[src/rtl/phy_seq_pkg.sv]
package phy_seq_pkg;

  localparam int unsigned CR_W   = 16;
  localparam int unsigned STEP_N = 5;
  localparam int unsigned IDX_W  = $clog2(STEP_N);

  typedef enum logic [2:0] {
    ST_IDLE,
    ST_RST,
    ST_MODE,
    ST_RD,
    ST_WR
  } seq_state_e;

  typedef struct packed {
    logic [CR_W-1:0] addr;
    logic [CR_W-1:0] keep;
    logic [CR_W-1:0] set;
  } step_t;

  // Execution order matters: later steps assume earlier ones are done.
  function automatic step_t step_at(logic [IDX_W-1:0] idx);
    step_t s;
    case (idx)
      IDX_W'(0): s = '{addr: 16'h102D, keep: 16'hFFFF, set: 16'h0080};
      IDX_W'(1): s = '{addr: 16'h1010, keep: 16'hF00F, set: 16'h0010};
      IDX_W'(2): s = '{addr: 16'h1006, keep: 16'h0040, set: 16'h0B80};
      IDX_W'(3): s = '{addr: 16'h1002, keep: 16'hC000, set: 16'h4B7F};
      IDX_W'(4): s = '{addr: 16'h0030, keep: 16'hFF0F, set: 16'h0080};
      default:   s = '{addr: 16'h0000, keep: 16'hFFFF, set: 16'h0000};
    endcase
    return s;
  endfunction

endpackage

[src/rtl/phy_seq_rom.sv]
module phy_seq_rom
  import phy_seq_pkg::*;
(
  input  logic [IDX_W-1:0] idx_i,
  output logic [CR_W-1:0]  addr_o,
  output logic [CR_W-1:0]  keep_o,
  output logic [CR_W-1:0]  set_o,
  output logic             last_o
);
  step_t step;

  always_comb begin
    step   = step_at(idx_i);
    addr_o = step.addr;
    keep_o = step.keep;
    set_o  = step.set;
    last_o = (idx_i == IDX_W'(STEP_N - 1));
  end
endmodule

[src/rtl/phy_rmw_merge.sv]
module phy_rmw_merge #(
  parameter int unsigned W = 16
) (
  input  logic [W-1:0] rd_i,
  input  logic [W-1:0] keep_i,
  input  logic [W-1:0] set_i,
  output logic [W-1:0] wr_o
);
  assign wr_o = (rd_i & keep_i) | set_i;
endmodule

[src/rtl/phy_hold_timer.sv]
module phy_hold_timer #(
  parameter int unsigned CYC = 500
) (
  input  logic clk_i,
  input  logic rst_ni,
  input  logic load_i,
  output logic expired_o
);
  localparam int unsigned CNT_W = (CYC > 1) ? $clog2(CYC) : 1;

  logic [CNT_W-1:0] cnt_q;

  always_ff @(posedge clk_i or negedge rst_ni) begin
    if (!rst_ni)             cnt_q <= '0;
    else if (load_i)         cnt_q <= CNT_W'(CYC - 1);
    else if (cnt_q != '0)    cnt_q <= cnt_q - 1'b1;
  end

  assign expired_o = (cnt_q == '0);
endmodule

[src/rtl/phy_bringup_seq.sv]
module phy_bringup_seq
  import phy_seq_pkg::*;
#(
  parameter int unsigned TYPE_W       = 2,
  parameter int unsigned TYPE_USB3    = 2,
  parameter int unsigned MODE_W       = 32,
  parameter int unsigned MODE_LSB     = 5,
  parameter int unsigned MODE_FW      = 2,
  parameter int unsigned MODE_USB3    = 3,
  parameter int unsigned RST_HOLD_CYC = 500
) (
  input  logic              clk_i,
  input  logic              rst_ni,
  input  logic              req_i,
  input  logic [TYPE_W-1:0] req_type_i,
  output logic              busy_o,
  output logic              done_o,
  output logic              err_o,
  output logic              phy_rst_o,
  input  logic [MODE_W-1:0] mode_rdata_i,
  output logic              mode_we_o,
  output logic [MODE_W-1:0] mode_wdata_o,
  output logic              cr_req_o,
  output logic              cr_we_o,
  output logic [CR_W-1:0]   cr_addr_o,
  output logic [CR_W-1:0]   cr_wdata_o,
  input  logic              cr_done_i,
  input  logic              cr_err_i,
  input  logic [CR_W-1:0]   cr_rdata_i
);
  localparam logic [MODE_W-1:0] MODE_FMASK =
    MODE_W'((1 << MODE_FW) - 1) << MODE_LSB;
  localparam logic [MODE_W-1:0] MODE_KEEP  = ~MODE_FMASK;
  localparam logic [MODE_W-1:0] MODE_SET   =
    (MODE_W'(MODE_USB3) << MODE_LSB) & MODE_FMASK;

  seq_state_e       state_q, state_d;
  logic [IDX_W-1:0] idx_q, idx_d;
  logic [CR_W-1:0]  wdata_q, wdata_d;
  logic             done_q, done_d;
  logic             err_q, err_d;
  logic             tmr_load, tmr_exp;

  logic [CR_W-1:0]  step_keep, step_set, cr_merged;
  logic             step_last;

  phy_seq_rom u_rom (
    .idx_i  (idx_q),
    .addr_o (cr_addr_o),
    .keep_o (step_keep),
    .set_o  (step_set),
    .last_o (step_last)
  );

  phy_rmw_merge #(.W(CR_W)) u_cr_merge (
    .rd_i   (cr_rdata_i),
    .keep_i (step_keep),
    .set_i  (step_set),
    .wr_o   (cr_merged)
  );

  phy_rmw_merge #(.W(MODE_W)) u_mode_merge (
    .rd_i   (mode_rdata_i),
    .keep_i (MODE_KEEP),
    .set_i  (MODE_SET),
    .wr_o   (mode_wdata_o)
  );

  phy_hold_timer #(.CYC(RST_HOLD_CYC)) u_hold (
    .clk_i     (clk_i),
    .rst_ni    (rst_ni),
    .load_i    (tmr_load),
    .expired_o (tmr_exp)
  );

  always_comb begin
    state_d  = state_q;
    idx_d    = idx_q;
    wdata_d  = wdata_q;
    done_d   = 1'b0;
    err_d    = 1'b0;
    tmr_load = 1'b0;
    unique case (state_q)
      ST_IDLE: begin
        if (req_i) begin
          if (req_type_i == TYPE_W'(TYPE_USB3)) begin
            state_d  = ST_RST;
            tmr_load = 1'b1;
          end else begin
            err_d = 1'b1;
          end
        end
      end
      ST_RST: begin
        if (tmr_exp) state_d = ST_MODE;
      end
      ST_MODE: begin
        idx_d   = '0;
        state_d = ST_RD;
      end
      ST_RD: begin
        if (cr_done_i) begin
          if (cr_err_i) begin
            err_d   = 1'b1;
            state_d = ST_IDLE;
          end else begin
            wdata_d = cr_merged;
            state_d = ST_WR;
          end
        end
      end
      ST_WR: begin
        if (cr_done_i) begin
          if (cr_err_i) begin
            err_d   = 1'b1;
            state_d = ST_IDLE;
          end else if (step_last) begin
            done_d  = 1'b1;
            state_d = ST_IDLE;
          end else begin
            idx_d   = idx_q + 1'b1;
            state_d = ST_RD;
          end
        end
      end
      default: state_d = ST_IDLE;
    endcase
  end

  always_ff @(posedge clk_i or negedge rst_ni) begin
    if (!rst_ni) begin
      state_q <= ST_IDLE;
      idx_q   <= '0;
      wdata_q <= '0;
      done_q  <= 1'b0;
      err_q   <= 1'b0;
    end else begin
      state_q <= state_d;
      idx_q   <= idx_d;
      wdata_q <= wdata_d;
      done_q  <= done_d;
      err_q   <= err_d;
    end
  end

  assign busy_o     = (state_q != ST_IDLE);
  assign phy_rst_o  = (state_q == ST_RST);
  assign mode_we_o  = (state_q == ST_MODE);
  assign cr_req_o   = (state_q == ST_RD) || (state_q == ST_WR);
  assign cr_we_o    = (state_q == ST_WR);
  assign cr_wdata_o = wdata_q;
  assign done_o     = done_q;
  assign err_o      = err_q;
endmodule

[config.mk]
export PLATFORM = sky130hd
export DESIGN_NAME = phy_bringup_seq
export DESIGN_NICKNAME = d
export VERILOG_FILES = /design/src/rtl/phy_seq_pkg.sv /design/src/rtl/phy_seq_rom.sv /design/src/rtl/phy_rmw_merge.sv /design/src/rtl/phy_hold_timer.sv /design/src/rtl/phy_bringup_seq.sv
export SDC_FILE = /design/constraint.sdc
export NUM_CORES = 1
export LEC_CHECK = 0
export ABC_AREA = 0
export BUFFER_PORTS_ARGS = -buffer_cell sky130_fd_sc_hd__buf_2
export CAP_MARGIN = 20
export CELL_PAD_IN_SITES_DETAIL_PLACEMENT = 2
export CELL_PAD_IN_SITES_GLOBAL_PLACEMENT = 2
export CORE_ASPECT_RATIO = 1.1
export CORE_UTILIZATION = 27
export DETAILED_ROUTE_END_ITERATION = 10
export GPL_ROUTABILITY_DRIVEN = 1
export PLACE_DENSITY_LB_ADDON = 0.1
export SLEW_MARGIN = 0
export SYNTH_ARGS = -nofsm -noshare
export SYNTH_HDL_FRONTEND = slang
export SYNTH_HIERARCHICAL = 1
export SYNTH_SLANG_ARGS = --single-unit
[constraint.sdc]
create_clock -name clk_i -period 4.8 [get_ports clk_i]
set_input_delay 0.24 -clock clk_i [delete_from_list [all_inputs] [get_ports clk_i]]
set_output_delay 0.24 -clock clk_i [all_outputs]
set_load 0.02 [all_outputs]
-- Word-level counts from Yosys, hierarchy flattened
Index checks and enable logic that the tools add are counted.
- bits in registers: 33
- logic and storage cells: 67
- add/subtract/negate cells: 2
- equal/unequal tests: 16
- muxes and demuxes: 28
- bitwise operators: 3
- reduce and logical (&&, ||, !) cells: 12
- operator list (cell ; count):
    $pmux 45 s5 ; 1
    $mux 3 ; 9
    $mux 9 ; 2
    $and 16x16->16 ; 1
    $or 16x16->16 ; 1
    $pmux 3 s5 ; 1
    $eq 3x2->1 const B ; 4
    $mux 1 ; 11
    $ne 2x2->1 const B ; 5
    $logic_not 9->1 ; 1
    $reduce_bool 9->1 ; 1
    $sub 9x1->9 const B ; 1
    $eq 3x1->1 const B ; 2
    $eq 3x3->1 const B ; 2
    $logic_not 3->1 ; 2
    $pmux 3 s2 ; 1
    $reduce_and 5->1 ; 1
    $mux 2 ; 2
    $ne 2x1->1 const B ; 2
    $reduce_and 4->1 ; 1
    $reduce_bool 2->1 ; 2
    $add 3x1->3 const B ; 1
    $reduce_and 3->1 ; 1
    $reduce_bool 3->1 ; 1
    5 further kinds ; 5

-- Depth between registers and ports, before layout
Gate-level depths: netlist (run 1).
- word-level depth: 5
- gate-level depth with buffers: 8
- depth with buffers taken out: 7

-- By module
The synthesis (run 1) kept the hierarchy.
- modules (own cells, without submodules) (module ; times used ; cells an instance ; area an instance (um^2) ; seq. area each (um^2)):
    phy_bringup_seq ; 1 ; 92 ; 1151.1 ; 600.6
    phy_hold_timer ; 1 ; 47 ; 469.2 ; 225.2
    phy_seq_rom ; 1 ; 53 ; 367.9 ; 0.0
    phy_rmw_merge (u_mode_merge) ; 1 ; 32 ; 240.2 ; 0.0
    phy_rmw_merge (u_cr_merge) ; 1 ; 16 ; 120.1 ; 0.0

-- Worst setup path after synthesis (run 1)
Ideal clock, no wire load.
- path type: register to register
- start point: register u_hold.cnt_q[0]
- end point: register state_q[0]
- setup time: 0.128 ns
- arrival time: 1.971 ns
- data required time: 4.672 ns
- path slack: 2.701 ns
- cell stages (with the launch flop): 9
- buffers on the path: 1
- clock period less this slack: 2.099 ns
- cell sequence: dfrtp_1 inv_1 ha_1 or4b_1 buf_2 nor2_4 nor3_1 a221oi_4 mux2_1
- longest elaborated chain between the ends: 3
- ends and longest elaborated chain (item ; RTL line ; text):
    start, declared ; phy_hold_timer.sv:11 ; logic [CNT_W-1:0] cnt_q;
    start signal, assigned ; phy_hold_timer.sv:15 ; else if (load_i) cnt_q <= CNT_W'(CYC - 1);
    start signal, assigned ; phy_hold_timer.sv:16 ; else if (cnt_q != '0) cnt_q <= cnt_q - 1'b1;
    $logic_not 9->1 ; phy_hold_timer.sv:19 ; assign expired_o = (cnt_q == '0);
    via tmr_exp ; phy_bringup_seq.sv:42 ; logic tmr_load, tmr_exp;
    $ne 2x1->1 (no source line) ; n/a ;
    $reduce_and 5->1 (no source line) ; n/a ;
    end signal, assigned ; phy_bringup_seq.sv:138 ; state_q <= state_d;
    end, declared ; phy_bringup_seq.sv:37 ; seq_state_e state_q, state_d;
The timed path passes the listed nets, and every way through them passes these cells.
A chain may end at the register's enable or synchronous reset.

-- Worst setup path after layout (run 1)
Same ends and word-level chain as after synthesis.

==> flow_metrics.env, run 1 <==
export IMPL_largest_vdd_supply_drop_uv=114
export IMPL_finalSetupViolCount=0
export IMPL_remaining_drc_errors=0
export IMPL_synth_xor_area_share_pct=2.24
export IMPL_fin_skew_ps=4.23
export IMPL_number_of_nets_in_the_layout=450
export IMPL_timing_critical_path_max_delay_family="simple AND/OR/NAND/NOR gates"
export IMPL_path_max_fanout=8
export IMPL_num_antenna_cells=0
export IMPL_p_int_uw=853
export IMPL_post_route_cells_drive_above_1_share_pct=34.9
export IMPL_cts_buffers=5
export IMPL_portBuffers=114
export IMPL_floorplan_initialDensity_pct=27.9
export IMPL_worst_r2r_setup_slack_ps=2440
export IMPL_ys_warn_count=6
export IMPL_antenna_found_initial=0
export IMPL_power_switching_share_pct=46.4
export IMPL_combinational_family_with_the_most_area_after_synthesis="compound AO/OA/AOI/OAI gates"
export IMPL_die_area_sq_mm=0.00908
export IMPL_max_freq_ghz=0.423
export IMPL_routed_wire_length_per_instance_um=11.7
export IMPL_synth_async_sr_flop_share_pct=100
export IMPL_layout_min_cycle_time_ps=2360
export IMPL_gr_usage_all_layers_pct=13.5
export IMPL_synth_area_sq_mm=0.00235
export IMPL_synthesized_area_fraction_occupied_by_and_or_nand_nor_cells_pct=14.4
export IMPL_clock_tree_from_tritoncts="built"
export IMPL_drtPass1Iterations=4
export IMPL_critical_path_class="register to register"
export IMPL_timing_critical_path_cells="inv_1 > ha_1 > or4b_1 > nor2_4 > nor3_1 > a221oi_4 > mux2_1"
export IMPL_grt_pass1_wl_um=10000
export IMPL_worstSkewPairLatency_ps=280
export IMPL_io_pins=126
export IMPL_ctsHtreeMaxLevel=2
export IMPL_crit_reg2reg_launch="u_hold/cnt_q[0]"
export IMPL_cts_root_buf="clkbuf_8"
export IMPL_power_net_switching_uw=739
export IMPL_antenna_left=0
export IMPL_crit_path_top_delay_cell="or4b_1"
export IMPL_edff_count_synth=0
export IMPL_ctsLongestPathBuffers=2
export IMPL_min_delay_path_class="primary input to async pin"
export IMPL_mux_contribution_to_synthesized_area_pct=9.43
export IMPL_synth_top_flop_cell="dfrtp_1"
export IMPL_post_synthesis_sequential_area_ratio_pct=35.2
export IMPL_timing_slew_headroom_pct=49.6
export IMPL_die_y_um=99.8
export IMPL_cp_depth=7
export IMPL_final_setup_tns_ps=0
export IMPL_grt_max_degree=34
export IMPL_cp_num_buf_inv=1
export IMPL_report_power_total_mw=1.59
export IMPL_ctsResizeCount=0
export IMPL_dp_hpwl_um=4760
export IMPL_register_share_of_total_power_pct=34.5
export IMPL_routabilityCongestion=0.737
export IMPL_cells_after_synth=240
export IMPL_drt_iter0_markers=27
export IMPL_syn_to_final_growth_pct=32.0
export IMPL_syn_avg_cell_area_sq_um=9.79
export IMPL_share_of_total_power_in_the_clock_network_pct=11.9
export IMPL_result_of_the_run="completed"
export IMPL_worst_r2r_path_depth=7
export IMPL_worst_slew_pin_transition_ps=756
export IMPL_tritoncts_num_sinks=33
export IMPL_yosys_cell_types_count=45
export IMPL_row_count=35
export IMPL_setup_worst_path_start_class="register"
export IMPL_drt_wl_total_um=5880
export IMPL_num_vias=2112
export IMPL_fillCellCount=1009
export IMPL_power_combinational_fraction_pct=53.5
export IMPL_timing_final_crit_share_pct=49.3
export IMPL_cp_data_arrival_time_ps=2520
export IMPL_maxCapViolCount=0
export IMPL_placeableCoreArea_sq_mm=0.00841
export IMPL_grt_overflow=0
export IMPL_required_ps=4960
export IMPL_report_final_slew_viol_count=0
export IMPL_hold_viol_final=0
export IMPL_post_cts_hold_buffer_count=0
export IMPL_vias_per_cell=4.20
export IMPL_synth_fa_ha_area_share_pct=1.07
export IMPL_r2r_end="state_q[0]"
export IMPL_static_leakage_power_nw=1.76
export IMPL_clk_pin_slew_worst_paths_ps=70
export IMPL_ys_ff_latch=33
export IMPL_cellPowerDensity_mw_per_mm2=514
export IMPL_grt_setup_unrepaired="false"
export IMPL_setup_worst_path_end_class="register"
export IMPL_floorplan_die_width_um=90.9
export IMPL_first_global_vias=2164
export IMPL_cts_post_setup_buffers_inserted=0
export IMPL_max_stage_delay_ps=610
export IMPL_compound_gate_fraction_of_synth_area_pct=22.7
final cells by class:
| class | count | area (sq um) | area share [%] |
|---|---|---|---|
| Clock buffer | 5 | 68.8 | 2.22 |
| Clock inverter | 1 | 5.00 | 0.161 |
| Inverter | 8 | 30.0 | 0.969 |
| Multi-Input combinational cell | 231 | 1460 | 47.1 |
| Sequential cell | 33 | 826 | 26.6 |
| Tap cell | 111 | 139 | 4.48 |
| Timing Repair Buffer | 114 | 571 | 18.4 |
worst register-to-register path, cell delays in order, from the launching register on:
cell	delay, ps
dfrtp_1	400
inv_1	100
ha_1	190
or4b_1	610
nor2_4	230
nor3_1	100
a221oi_4	260
mux2_1	350
power by group through the flow:
| stage | Combinational (mW) | Clock (mW) | Sequential (mW) |
|---|---|---|---|
| after CTS | 0.871 | 0.202 | 0.554 |
| final | 0.853 | 0.190 | 0.550 |
| after global routing | 0.945 | 0.211 | 0.577 |
| after detailed placement | 0.868 | 0 | 0.557 |
| after floorplan | 0.700 | 0 | 0.576 |
| after global placement | 0.842 | 0 | 0.548 |
synth_stat cells (4+ instances only):
library cell	instances	share of area, %
buf_4	35	11
dfrtp_1	33	35
nor3_1	6	1.3
o21ai_0	9	1.9
nand2_1	8	1.3
inv_1	5	0.80
mux2_1	13	6.2
nand2b_1	5	1.3
nor2_1	12	1.9
a21o_1	49	16
mux2_2	4	1.9
nor2b_1	4	1.1
xnor2_1	4	1.5
buf_2	4	0.85
a21oi_1	6	1.3
cells by family after synthesis:
logic type	Yosys count
simple gates	54
mux	20
fa+ha+maj	2
buf+inv	50
other cells	3
xor+xnor	6
flops	33
compound gates	72
worst max path at each step:
stage | slack, ps | endpoint | startpoint
2_1_floorplan | 2700 | state_q[0] | u_hold/cnt_q[0]
3_3_place_gp | 2540 | state_q[0] | u_hold/cnt_q[0]
3_5_place_dp | 2480 | state_q[0] | u_hold/cnt_q[0]
4_1_cts | 2410 | state_q[0] | u_hold/cnt_q[0]
5_1_grt | 2280 | state_q[0] | u_hold/cnt_q[1]
6_report | 2440 | state_q[0] | u_hold/cnt_q[0]
cell usage in the layout, fill, tap and decap left out, types with 2 or more instances in the layout:
cell type,instances
nor2_1,12
mux2_2,4
conb_1,77
or4_1,2
clkbuf_8,5
nand2_1,8
mux2i_1,3
or4b_1,2
inv_1,5
buf_2,114
and3_1,2
a21o_1,49
a22oi_1,2
xor2_1,2
nand2b_1,5
mux2_1,13
dfrtp_1,33
nor2b_1,4
xnor2_1,4
ha_1,2
o21ai_0,9
a21oi_1,6
nor3_1,6
inv_2,3
stage by stage:
step	hold slack [ps]	setup WS (ps)	util (%)	cells	area, sq um
global route	81.3	2280	36.9	503	3100
floorplan	-55.6	2700	-	314	2630
global placement	363	2540	36.0	497	3030
detailed placement	369	2480	36.0	497	3030
CTS	58.5	2410	36.9	503	3100
finish	31.0	2440	36.9	503	3100
state kept, by name, summed over array words and instances, names as in the netlist:
name / cells
cr_wdata_o: 16
done_o: 1
err_o: 1
idx_q: 3
state_q: 3
u_hold/cnt_q: 9
per-layer routing:
layer,GRT usage [%],vias to the layer above,share of wire (%),wire [um]
met2,24.4,77,50,2950
li1,-,1032,-,-
met4,3.66,0,0.51,30
met3,3.26,4,7.0,411
met1,16.1,999,42,2480
met5,0,-,0,0
Note: power is estimated with default switching activity, not from simulation.
==> run 2: changes to the inputs <==
- CORE_UTILIZATION: 27 -> 25
- clock period: 4.8 -> 2.5 ns (I/O delays scaled with it)
==> run 2 against run 1 <==
Fmax grew 6.6%. Worst setup slack lost 2200 ps. Core utilization shrank 2.1 points. First-iteration DRC count grew 19%. Clock power grew 110%. Non-clock buffer count grew 2. Wire length grew 3.9%. Register-to-register slack lost 2200 ps. Largest cell class unchanged.
==> flow_metrics.env, run 2 (synthesized netlist as in run 1, its figures left out) <==
export IMPL_num_antenna_cells=0
export IMPL_die_area_sq_mm=0.00979
export IMPL_placeableCoreArea_sq_mm=0.00901
export IMPL_tritoncts_num_sinks=33
export IMPL_setup_worst_path_end_class="register"
export IMPL_worst_r2r_path_depth=7
export IMPL_gr_usage_all_layers_pct=12.7
export IMPL_drt_iter0_markers=32
export IMPL_setup_worst_path_start_class="register"
export IMPL_critical_path_class="register to register"
export IMPL_worst_slew_pin_transition_ps=776
export IMPL_grt_pass1_wl_um=9910
export IMPL_r2r_end="state_q[0]"
export IMPL_maxCapViolCount=0
export IMPL_result_of_the_run="completed"
export IMPL_required_ps=2670
export IMPL_number_of_nets_in_the_layout=452
export IMPL_utilization_pct=34.8
export IMPL_cp_data_arrival_time_ps=2380
export IMPL_fin_skew_ps=7.05
export IMPL_report_final_slew_viol_count=0
export IMPL_min_delay_path_class="primary input to register"
export IMPL_first_global_vias=2169
export IMPL_final_cell_mix="buf_2 (114), conb_1 (77), a21o_1 (49)"
export IMPL_max_freq_ghz=0.451
export IMPL_cts_post_setup_buffers_inserted=0
export IMPL_cellPowerDensity_mw_per_mm2=992
export IMPL_grt_setup_unrepaired="false"
export IMPL_portBuffers=114
export IMPL_io_pins=126
export IMPL_routabilityCongestion=0.747
export IMPL_max_stage_delay_ps=520
export IMPL_clock_tree_from_tritoncts="built"
export IMPL_timing_final_crit_share_pct=88.7
export IMPL_floorplan_initialDensity_pct=26.1
export IMPL_drtPass1Iterations=4
export IMPL_timing_slew_headroom_pct=48.3
export IMPL_ctsResizeCount=0
export IMPL_fillCellCount=1092
export IMPL_clk_pin_slew_worst_paths_ps=70
export IMPL_timing_hold_worst_endpoint="cr_wdata_o[3]"
export IMPL_place_ws_ps=247
export IMPL_largest_vdd_supply_drop_uv=224
export IMPL_crit_reg2reg_launch="u_hold/cnt_q[0]"
export IMPL_post_route_cells_drive_above_1_share_pct=34.9
export IMPL_path_max_fanout=5
export IMPL_antenna_left=0
export IMPL_remaining_drc_errors=0
export IMPL_floorplan_die_width_um=94.4
export IMPL_postLayoutSetupSlackWorst_ps=282
export IMPL_design_area_final_sq_mm=0.00313
export IMPL_vias_per_cell=4.20
export IMPL_final_setup_tns_ps=0
export IMPL_routed_wire_length_per_instance_um=12.0
export IMPL_drt_wl_total_um=6110
export IMPL_report_power_total_mw=3.11
export IMPL_layout_min_cycle_time_ps=2220
export IMPL_antenna_found_initial=0
export IMPL_worst_r2r_setup_slack_ps=280
export IMPL_timing_critical_path_cells="inv_1 > ha_1 > or4b_1 > nor2_4 > nor3_1 > a221oi_4 > mux2_1"
export IMPL_die_y_um=104
export IMPL_grt_max_degree=34
export IMPL_static_leakage_power_nw=1.77
export IMPL_row_count=36
export IMPL_worst_hold_startpoint="cr_rdata_i[3]"
export IMPL_largest_reg_flops=16
export IMPL_worstSkewPairLatency_ps=280
export IMPL_placed_cell_area_sq_mm=0.00304
export IMPL_cts_root_buf="clkbuf_8"
export IMPL_grt_overflow=0
export IMPL_commonest_non_fill_non_tap_cell_in_the_layout="buf_2"
export IMPL_num_vias=2138
export IMPL_hold_viol_final=0
export IMPL_cts_buffers=5
export IMPL_worstHoldPathCells=3
export IMPL_ctsLongestPathBuffers=2
export IMPL_syn_to_final_growth_pct=33.5
export IMPL_finalSetupViolCount=0
export IMPL_crit_path_top_delay_cell="or4b_1"
export IMPL_ctsHtreeMaxLevel=2
export IMPL_dp_hpwl_um=4840
## run 2: cell types whose count changed in the layout (fill, tap and decap cells not counted), sizes merged
| cell | previous run | this run |
|---|---|---|
| clkbuf | 5 | 7 |
| buf | 114 | 115 |
| dlygate4sd3 | 0 | 1 |
| clkinv | 1 | 0 |
## run 2: how the worst max path moves through the flow
stage                    startpoint          to  slack (ps)
global route        u_hold/cnt_q[0]  state_q[0]         160
detailed placement  u_hold/cnt_q[0]  state_q[0]         250
CTS                 u_hold/cnt_q[0]  state_q[0]         250
finish              u_hold/cnt_q[0]  state_q[0]         280
global placement    u_hold/cnt_q[0]  state_q[0]         370
floorplan           u_hold/cnt_q[0]  state_q[0]         400
## run 2: what timing repair did
item                                    4_1_cts  5_1_grt
hold buffers                                  1        0
endpoints found under the hold margin        33        0
endpoints found under the setup margin        0        0
## run 2: power breakdown
group | leakage [nW] | total [mW] | internal, mW | switching, mW
Clock | 0.0443 | 0.407 | 0.218 | 0.189
Combinational | 1.34 | 1.63 | 0.689 | 0.946
Sequential | 0.391 | 1.07 | 0.771 | 0.296
## run 2: worst max-delay path, delay by kind of cell (launching register included)
family                   cells  cell delay [ps]
AND/OR/NAND/NOR              3              830
flip-flops                   1              400
multiplexers                 1              350
AO/OA/AOI/OAI                1              250
adder cells (fa/ha/maj)      1              180
buffers and inverters        1              100
## run 2: final cells by class
type | instances | area (sq um) | area share, %
Inverter | 8 | 30.0 | 0.958
Sequential cell | 33 | 826 | 26.3
Clock buffer | 7 | 86.3 | 2.75
Multi-Input combinational cell | 231 | 1460 | 46.6
Timing Repair Buffer | 116 | 588 | 18.8
Tap cell | 114 | 143 | 4.55
## run 2: metal layers
metal / vias up / wire [um] / GRT usage [%] / part of all wire, %
met2: 81 / 3060 / 22.9 / 50
met1: 1019 / 2550 / 14.5 / 42
met4: 0 / 65 / 3.96 / 1.1
met3: 4 / 425 / 3.01 / 7.0
li1: 1034 / - / - / -
met5: - / 0 / 0 / 0
## run 2: per-stage QoR
stage               hold slack [ps]  instances
CTS                             151        509
detailed placement              256        501
global route                    157        509
finish                          160        509
floorplan                      -171        314
global placement                254        501
==> run 3: changes to the inputs <==
- CORE_ASPECT_RATIO: 1.1 -> 0.9
==> run 3 against run 2 <==
Sequential cell count unchanged. Sequential share of layout area fell by 0.12 points. Combinational power up 3%. Global-route usage rose by 0.088 points. Total power up 0.18%. Wire length is 0.38% lower. Die area is essentially flat. Worst setup slack lost 79 ps. Sequential power about the same. Clock skew barely moved. Clock-buffer cell count is 1 lower. Largest cell class unchanged. Highest routed layer unchanged.
==> flow_metrics.env, run 3 (synthesized netlist as in run 1, its figures left out) <==
export IMPL_fin_skew_ps=7.16
export IMPL_worst_r2r_setup_slack_ps=200
export IMPL_ctsLongestPathBuffers=2
export IMPL_fillCellCount=1083
export IMPL_post_route_cells_drive_above_1_share_pct=35.3
export IMPL_largest_reg_flops=16
export IMPL_cts_root_buf="clkbuf_8"
export IMPL_final_setup_tns_ps=0
export IMPL_drt_iter0_markers=38
export IMPL_ctsHtreeMaxLevel=2
export IMPL_portBuffers=114
export IMPL_path_max_fanout=5
export IMPL_clk_pin_slew_worst_paths_ps=70
export IMPL_cts_buffers=5
export IMPL_critical_path_class="register to register"
export IMPL_r2r_end="state_q[0]"
export IMPL_total_area_of_multi_input_combinational_cells_sq_mm=0.00146
export IMPL_required_ps=2660
export IMPL_drt_wl_total_um=6080
export IMPL_tritoncts_num_sinks=33
export IMPL_grt_overflow=0
export IMPL_cp_data_arrival_time_ps=2460
export IMPL_register_area_sq_um=826
export IMPL_timing_final_crit_share_pct=91.9
export IMPL_worst_slew_pin_transition_ps=782
export IMPL_min_delay_path_class="primary input to register"
export IMPL_crit_reg2reg_launch="u_hold/cnt_q[0]"
export IMPL_result_of_the_run="completed"
export IMPL_setup_worst_path_end_class="register"
export IMPL_vias_per_cell=4.07
export IMPL_commonest_non_fill_non_tap_cell_in_the_layout="buf_2"
export IMPL_gr_usage_all_layers_pct=12.8
export IMPL_post_cts_hold_buffer_count=1
export IMPL_grt_setup_unrepaired="false"
export IMPL_cts_post_setup_buffers_inserted=0
export IMPL_max_freq_ghz=0.435
export IMPL_finalSetupViolCount=0
export IMPL_number_of_nets_in_the_layout=453
export IMPL_report_final_slew_viol_count=0
export IMPL_ctsResizeCount=0
export IMPL_setup_worst_path_start_class="register"
export IMPL_drtPass1Iterations=4
export IMPL_timing_critical_path_cells="inv_1 > ha_1 > or4b_1 > nor2_4 > nor3_1 > a221oi_4 > mux2_1"
export IMPL_timing_hold_worst_endpoint="cr_wdata_o[14]"
export IMPL_die_area_sq_mm=0.00979
export IMPL_final_cell_mix="buf_2 (114), conb_1 (77), a21o_1 (49)"
export IMPL_static_leakage_power_nw=1.78
export IMPL_num_vias=2110
export IMPL_max_stage_delay_ps=530
export IMPL_remaining_drc_errors=0
export IMPL_worstHoldPathCells=3
export IMPL_die_y_um=94.0
export IMPL_placeableCoreArea_sq_mm=0.00913
export IMPL_clock_tree_from_tritoncts="built"
export IMPL_dp_hpwl_um=4870
export IMPL_maxCapViolCount=0
export IMPL_largest_vdd_supply_drop_uv=341
export IMPL_worst_r2r_path_depth=7
export IMPL_stdcell_count=519
export IMPL_floorplan_die_width_um=104
export IMPL_cellPowerDensity_mw_per_mm2=989
export IMPL_syn_to_final_growth_pct=34.0
export IMPL_worstSkewPairLatency_ps=280
export IMPL_antenna_left=0
export IMPL_antenna_found_initial=0
export IMPL_grt_pass1_wl_um=10100
export IMPL_routed_wire_length_per_instance_um=11.7
export IMPL_hold_viol_final=0
export IMPL_instance_count_after_placement_with_tap_cells_included=510
export IMPL_row_count=33
export IMPL_worst_hold_startpoint="cr_rdata_i[14]"
export IMPL_timing_slew_headroom_pct=47.9
export IMPL_num_antenna_cells=0
export IMPL_crit_path_top_delay_cell="or4b_1"
export IMPL_grt_max_degree=34
export IMPL_first_global_vias=2068
export IMPL_layout_min_cycle_time_ps=2300
export IMPL_io_pins=126
export IMPL_floorplan_initialDensity_pct=25.7
export IMPL_routabilityCongestion=0.736
run 3: worst max-delay path: cells and delay by family (launching register included):
family / cells / cell delay, ps
flops: 1 / 410
fa+ha+maj: 1 / 210
mux: 1 / 350
compound gates: 1 / 260
simple gates: 3 / 840
buf+inv: 1 / 110
run 3: metrics by stage:
stage               util [%]  power, mW  instance area (sq um)  worst slack, ps  hold slack [ps]
floorplan                  -       2.45                   2630              401             -171
global placement        33.5       2.70                   3060              341              262
detailed placement      33.5       2.76                   3060              216              267
CTS                     34.5       3.17                   3150              188              137
global route            34.5       3.36                   3150              100              159
finish                  34.5       3.11                   3150              203              145
run 3: cell type report:
class / count / share of cell area, %
repair buffers: 117 / 18.9
well taps: 122 / 4.85
clock inverters: 2 / 0.318
flip-flops and latches: 33 / 26.2
clock buffers: 6 / 2.31
inverters: 8 / 0.954
multi-input cells: 231 / 46.4
run 3: worst max path at each step:
stage	slack, ps	from	end	cells past startpoint
after floorplan	400	u_hold/cnt_q[0]	state_q[0]	8
after global placement	340	u_hold/cnt_q[0]	state_q[0]	7
after detailed placement	220	u_hold/cnt_q[0]	state_q[0]	7
after CTS	190	u_hold/cnt_q[0]	state_q[0]	7
after global routing	100	u_hold/cnt_q[0]	state_q[0]	7
final	200	u_hold/cnt_q[0]	state_q[0]	7
run 3: metal layers:
layer | vias up | track usage, % | wire, um
met3 | 2 | 2.22 | 338
met5 | - | 0 | 0
met1 | 987 | 16.5 | 2900
met2 | 80 | 22.8 | 2820
li1 | 1041 | - | -
met4 | 0 | 2.14 | 24
run 3: power breakdown:
| group | leakage, nW | switching, mW | internal [mW] | total, mW |
|---|---|---|---|---|
| sequential | 0.391 | 0.268 | 0.771 | 1.04 |
| combinational | 1.34 | 0.987 | 0.698 | 1.68 |
| clock | 0.0450 | 0.197 | 0.193 | 0.390 |
| total | 1.78 | 1.45 | 1.66 | 3.11 |
